<file path="src/rtl/tag_match_store.sv">
module tag_match_store #(
  parameter int ADDR_W = 8,
  parameter int TAG_W  = 12
) (
  input  logic              clk,
  input  logic              clr_n,
  input  logic              sel_a_n,
  input  logic              sel_b,
  input  logic [ADDR_W-1:0] addr,
  input  logic [TAG_W-1:0]  tag_in,
  input  logic [2:0]        stat_in,
  input  logic              tag_we,
  input  logic              stat_we,
  input  logic              tag_oe,
  input  logic              stat_oe,
  input  logic              rdy_oe,
  input  logic              user_mode,
  input  logic              rdy_force,
  input  logic              rdy_ext_n,
  input  logic              is_write,
  output logic [TAG_W-1:0]  tag_out,
  output logic              tag_drv,
  output logic [2:0]        stat_out,
  output logic              stat_drv,
  output logic              hit,
  output logic              rdy_n,
  output logic              rdy_drv
);
  localparam int DEPTH = 1 << ADDR_W;

  logic [TAG_W-1:0] tag_q [DEPTH];
  logic [DEPTH-1:0] vld_q, dty_q, wt_q;
  logic             sel;
  logic [TAG_W-1:0] tag_rd;
  logic [2:0]       stat_rd;
  logic             wt_eff;

  assign sel     = !sel_a_n && sel_b;
  assign tag_rd  = tag_q[addr];
  assign stat_rd = {wt_q[addr], dty_q[addr], vld_q[addr]};

  always_ff @(posedge clk)
    if (sel && tag_we) tag_q[addr] <= tag_in;

  always_ff @(posedge clk) begin
    if (!clr_n) begin
      vld_q <= '0;
      dty_q <= '0;
      wt_q  <= '0;
    end else if (sel && stat_we) begin
      vld_q[addr] <= stat_in[0];
      dty_q[addr] <= stat_in[1];
      wt_q[addr]  <= stat_in[2];
    end
  end

  assign hit      = sel && (tag_rd == tag_in) && (user_mode || stat_rd[0]);
  assign wt_eff   = !user_mode && stat_rd[2];
  assign rdy_n    = rdy_force || !(!rdy_ext_n || (hit && (!is_write || !wt_eff)));

  assign tag_drv  = sel && tag_oe;
  assign stat_drv = sel && stat_oe;
  assign rdy_drv  = sel && rdy_oe;
  assign tag_out  = tag_drv  ? tag_rd  : '0;
  assign stat_out = stat_drv ? stat_rd : '0;


  clear_wipes_chk: assert property (@(posedge clk)
    !clr_n |=> stat_rd == 3'b000);


  tag_write_lands_chk: assert property (@(posedge clk) disable iff (!clr_n)
    (sel && tag_we) ##1 $stable(addr) |-> tag_rd == $past(tag_in));


  hit_needs_sel_chk: assert property (@(posedge clk) disable iff (!clr_n)
    hit |-> (!sel_a_n && sel_b));


  force_wins_chk: assert property (@(posedge clk) disable iff (!clr_n)
    rdy_force |-> rdy_n);
endmodule

</file>
<file path="config.mk">
export PLATFORM = sky130hd
export DESIGN_NAME = tag_match_store
export DESIGN_NICKNAME = d
export VERILOG_FILES = /design/src/rtl/tag_match_store.sv
export SDC_FILE = /design/constraint.sdc
export NUM_CORES = 2
export LEC_CHECK = 0
export ABC_CLOCK_PERIOD_IN_PS = 6700
export BUFFER_PORTS_ARGS = -buffer_cell sky130_fd_sc_hd__buf_2
export CORE_MARGIN = 2
export CORE_UTILIZATION = 45
export CTS_CLUSTER_DIAMETER = 150
export DETAILED_ROUTE_END_ITERATION = 6
export HOLD_SLACK_MARGIN = 0.05
export PLACE_DENSITY_LB_ADDON = 0.15
export SLEW_MARGIN = 10
export SYNTH_ARGS = -nofsm -noshare
export SYNTH_HDL_FRONTEND = slang
export SYNTH_SLANG_ARGS = --single-unit
</file>
<file path="constraint.sdc">
create_clock -name clk -period 6.7 [get_ports clk]
set_clock_uncertainty 0.05 [all_clocks]
set_input_delay 1.675 -clock clk [delete_from_list [all_inputs] [get_ports clk]]
set_output_delay 1.675 -clock clk [all_outputs]
set_load 0.005 [all_outputs]
</file>
# [Word level (Yosys, flattened, before mapping)]
# Memories as Yosys holds them, arrays and structs flattened.
# Cells that the tools add are included.
[totals] reg_bits=768 ramBits=3072 input_bits=36 output_inout_bits=20 memories=1
[classes] n_lt_le_gt_ge=2 n_eq_ne=1 muxes=15 reduce_logical=21
[mem_list] memory="tag_q" depth=256 word_bits=12 read_ports=1 rd_clocked_by_memory_dff=0 wr=1 line_no="31" rtl="logic [TAG_W-1:0] tag_q [DEPTH];"
[op_table] cell="$bwmux W256" count=3
[op_table] cell="$bmux W1 S8" count=3
[op_table] cell="$eq A12 B12 Y1" count=1
[op_table] cell="$mux W12" count=1
[op_table] cell="$logic_and A1 B1 Y1" count=11
[op_table] cell="$lt A8 B9 Y1 const B" count=1
[op_table] cell="$demux W1 S8" count=1
[op_table] cell="$ge A8 B1 Y1 const B" count=1
[op_table] cell="$logic_not A1 Y1" count=6
[op_table] cell="$mux W1" count=6
[op_table] cell="$logic_or A1 B1 Y1" count=4
[op_table] cell="$mux W3" count=1

# [Longest topological paths before layout]
[depth] ltp_word=9 ltp_mapped=17 depth_no_buf=10

# [Worst setup path before layout]
# OpenSTA, ideal clock, no wires.
[synth_timing] path_kind="in2out" startpoint="in addr[1]" endpoint="out stat_out[1]" t_arrival_ns=4.637 required_ns=4.975 slack_ns=0.338 path_stages=11 cell_sequence="buf_6 -> buf_6 -> buf_4 -> buf_2 -> buf_2 -> buf_2 -> mux4_2 -> mux4_2 -> mux4_2 -> mux4_2 -> and2_1"
[synth_between] elab_chain_len=3
[synth_lines] item="start, declared" line_no="9" rtl="input logic [ADDR_W-1:0] addr,"
[synth_lines] item="$bmux W1 S8" line_no="40" rtl="assign stat_rd = {wt_q[addr], dty_q[addr], vld_q[addr]};"
[synth_lines] item="$mux W1 (implied by the code)" line_no="40"
[synth_lines] item="$mux W3" line_no="65" rtl="assign stat_out = stat_drv ? stat_rd : '0;"
[synth_lines] item="end, declared" line_no="23" rtl="output logic [2:0] stat_out,"
# No other way between the ends. The select of a mux whose other input is x is not followed.

# [Final worst setup path]
[layout_timing] startpoint="in addr[0]" endpoint="out rdy_n"
[layout_between] elab_chain_len=9
[layout_lines] item="branches (longest 5 deep; another with $mem_v2 Z256 W12)"
[layout_lines] item="$logic_and A1 B1 Y1 *" line_no="59" rtl="assign rdy_n = rdy_force || !(!rdy_ext_n || (hit && (!is_write || !wt_eff)));"
[layout_lines] item="$logic_or A1 B1 Y1 *" line_no="59"
[layout_lines] item="$logic_not A1 Y1 *" line_no="59"
[layout_lines] item="$logic_or A1 B1 Y1 *" line_no="59"
[layout_lines] item="end, declared" line_no="26" rtl="output logic rdy_n,"
# Every way passes the cells marked *. The select of a mux whose other input is x is not followed.

==> run_results.csv <==
group,metric,value,unit
synth,synth_area_leader_cell,"edfxtp_1",
synth,synth.most_common_cell,"edfxtp_1",
flow_run,maxCapViolations,0,
route,finalWirelength,501,mm
route,drc,0,
floorplanning,start_util,45.1,%
hold_path,min_path_type,"flop to flop",
sta,worst_pin_slew,1.29,ns
route,drtIter0Drc,12097,
synth,synth-edff-count,3072,
layout,layout.cells.non_filler,15876,
worst_setup_path,cp_data_arrival_time,5.93,ns
worst_setup_path,r2r_slack,5.89,ns
synth,synth_xor_area_share,0.0225,%
route,firstDrtPassIters,6,
sta,rsz0062_at_grt,"true",
worst_setup_path,worstPathRequired,4.97,ns
layout,drive_gt1_share,25.7,%
cts,worstSkewPairLatency,0.96,ns
global_route,antenna_found_initial,25,
floorplanning,fp.dieH,593,um
route,vias,96621,
synth,yosys.area.top_type_share,59.2,%
synth,ys_warn_count,0,
floorplanning,rows,216,
synth,avgSynthCellArea,15.7,um^2
global_route,grt_use_total,28.1,%
cts,cts_buffers,404,
place,dpl.cell_count,14995,
worst_setup_path,worstRegToRegCells,2,
place,detailed_place_hpwl,322,mm
synth,synth-adder-area-share,0,%
place,numPortBuffers,55,
floorplanning,num_io_pins,56,
floorplanning,die_area,351000,um^2
cts,path_clk_slew,0.06,ns
synth,ys_types,82,
place,gp_congestion,0.895,
synth,ys_seq_area_share,69.0,%
synth,synth_top_family_by_area,"multiplexers",
power,vdd_drop_max,0.000269,V
sta,setup_viol,5,
cts,cts_sinks,3840,
power,leakage,60.7,nW
synth,synth_common_cells,"edfxtp_1 (3,072), nand2_1 (1,045), dfxtp_1 (768), a21boi_0 (766), mux4_2 (744)",
sta,fin_ws,-0.953,ns
layout,fillCellCount,27707,
synth,synth_compound_area_share,7.98,%
cts,ctsRootBufferMaster,"clkbuf_16",
layout,syn_to_final_growth,18.8,%
synth,ys_ff_latch,3840,
route,vias_per_cell,6.09,
sta,finalMaxSlewViolations,0,
synth,postSynthCellCount,9959,
cts,cts_tree,"yes",
worst_setup_path,critPathMaxFanout,8,
cts,holdBufCountCts,0,
sta,finalCritPeriodShare,114,%
worst_setup_path,cp-start-kind,"input pin",
global_route,grt-ovfl-total,0,
power,p_per_area,276,nW/um^2
floorplanning,die-width,593,um
synth,syn_area,156000,um^2
synth,ys_top_cells_by_area,"edfxtp_1 (59%), mux4_2 (11%), dfxtp_1 (9.9%)",
sta,hold_viol_final,0,
synth,syn_nets,9995,
outcome,status,"finished, violations left",
cts,clockBufferDepth,4,
sta,fmax,131,MHz
worst_setup_path,cp-end-kind,"output pin",
floorplanning,core_area,345000,um^2
synth,synth_simple_gate_area_share,6.13,%
route,wl_per_cell,31.6,um
route,drtAntennaViolNets,0,
global_route,grt_pass1_wl,707,mm
global_route,grt_max_degree,211,
synth,async_flop_share,0,%
synth,ys.flop_type,"edfxtp_1",
sta,finalCriticalPeriod,7.65,ns
worst_setup_path,worstSetupPathType,"input pin to output pin",
synth,synth.area.mux_share,14.3,%
cts,htreeDepth,5,
layout,finalNetCount,10983,
power,power.total,0.0511,W
sta,relSlewSlack,14.2,%
hold_path,whs_path_depth,2,
outcome,violations,"negative setup slack",
global_route,grt_pass1_vias,94602,
where the power goes:
part	switching (W)	total, W	internal [W]	leakage [nW]
clock network	0.00948	0.0221	0.0126	6.35
registers	0.00000368	0.0257	0.0257	33.8
logic	0.00204	0.00330	0.00125	20.5
path summary, 6_finish.rpt:
path / end / startpoint
setup reg to reg: wt_q[244] / wt_q[244]
setup / recovery: rdy_n / addr[0]
hold / removal: wt_q[9] / wt_q[9]
hold reg to reg: wt_q[9] / wt_q[9]
cell type report:
class                   instances  area (um^2)  share of cell area, %
inverters                      10         47.5                 0.0257
clock buffers                 522        11000                   5.92
diodes                         15         37.5                 0.0203
multi-input cells            5323        45700                   24.7
well taps                    4578         5730                   3.09
flip-flops and latches       3840       108000                   58.1
clock inverters               220         2020                   1.09
repair buffers               1368        13100                   7.07
registers in the layout, summed over array words and instances (netlist names):
| register | cells |
|---|---|
| vld_q | 256 |
| wt_q | 256 |
| dty_q | 256 |
| tag_q | 3072 |
metal layers:
metal | global-route usage (%) | share of wire (%) | up-vias
li1 | - | - | 40843
met1 | 38.9 | 41 | 50553
met2 | 44.6 | 47 | 4434
met3 | 4.61 | 8.1 | 779
met4 | 11.3 | 4.3 | 12
met5 | 0 | 0.016 | -
worst max-delay path, cell delays in order:
cell	delay (ns)
buf_16	0.15
buf_12	0.12
buf_12	0.13
buf_12	0.14
buf_4	0.11
mux4_2	0.48
and3_1	0.29
a311o_1	0.39
nor4_4	0.37
buf_4	0.18
o221a_4	0.25
nor3_2	0.06
and4b_1	0.28
nand4_1	0.20
o41ai_4	0.66
buf_4	0.24
nand2b_1	0.05
buf_2	0.12
layout by cell type (no fill, tap or decap), types with 23 or more instances in the layout:
master / netlist / routed
edfxtp_1: 3072 / 3072
buf_4: 88 / 1090
nand2_1: 1045 / 1029
dfxtp_1: 768 / 768
a21boi_0: 766 / 765
mux4_2: 744 / 745
mux2i_1: 541 / 535
nand3_1: 507 / 491
o21ai_0: 459 / 451
nor2_1: 456 / 434
clkbuf_16: 0 / 418
a22oi_1: 276 / 260
buf_12: 4 / 149
clkbuf_1: 473 / 89
clkinv_1: 1 / 85
clkinv_2: 0 / 75
a21oi_1: 66 / 60
a22o_1: 43 / 42
nand4_1: 38 / 38
a221oi_1: 42 / 37
buf_6: 38 / 36
buf_2: 148 / 31
a31oi_1: 38 / 30
bufinv_16: 0 / 28
clkbuf_8: 0 / 27
buf_16: 0 / 23
cell families after synthesis:
logic type | after synthesis
muxes | 1298
buffers and inverters | 796
AOI/OAI and AO/OA | 1808
and+or+nand+nor | 2213
xor gates and xnor gates | 4
DFF | 3840
stage by stage:
stage	utilization (%)	area, um^2	worst slack, ns	hold WS [ns]	TNS (ns)
3_5_place_dp	49.0	169000	-1.82	0.408	-9.08
3_3_place_gp	49.0	169000	-2.19	0.398	-10.07
5_1_grt	53.6	185000	-0.932	0.432	-2.04
2_1_floorplan	-	156000	0.338	0.390	0
6_report	53.6	185000	-0.953	0.413	-2.03
4_1_cts	53.3	184000	-0.831	0.416	-3.42
timing repair:
| action | in CTS | in global routing |
|---|---|---|
| gates cloned | 9 | 4 |
| endpoints found under the setup margin | 17 | 11 |
| pin swaps | 56 | 43 |
| gates resized for setup | 179 | 91 |
| buffers inserted | 71 | 56 |
No activity file was read; power rests on OpenSTA's default activity.
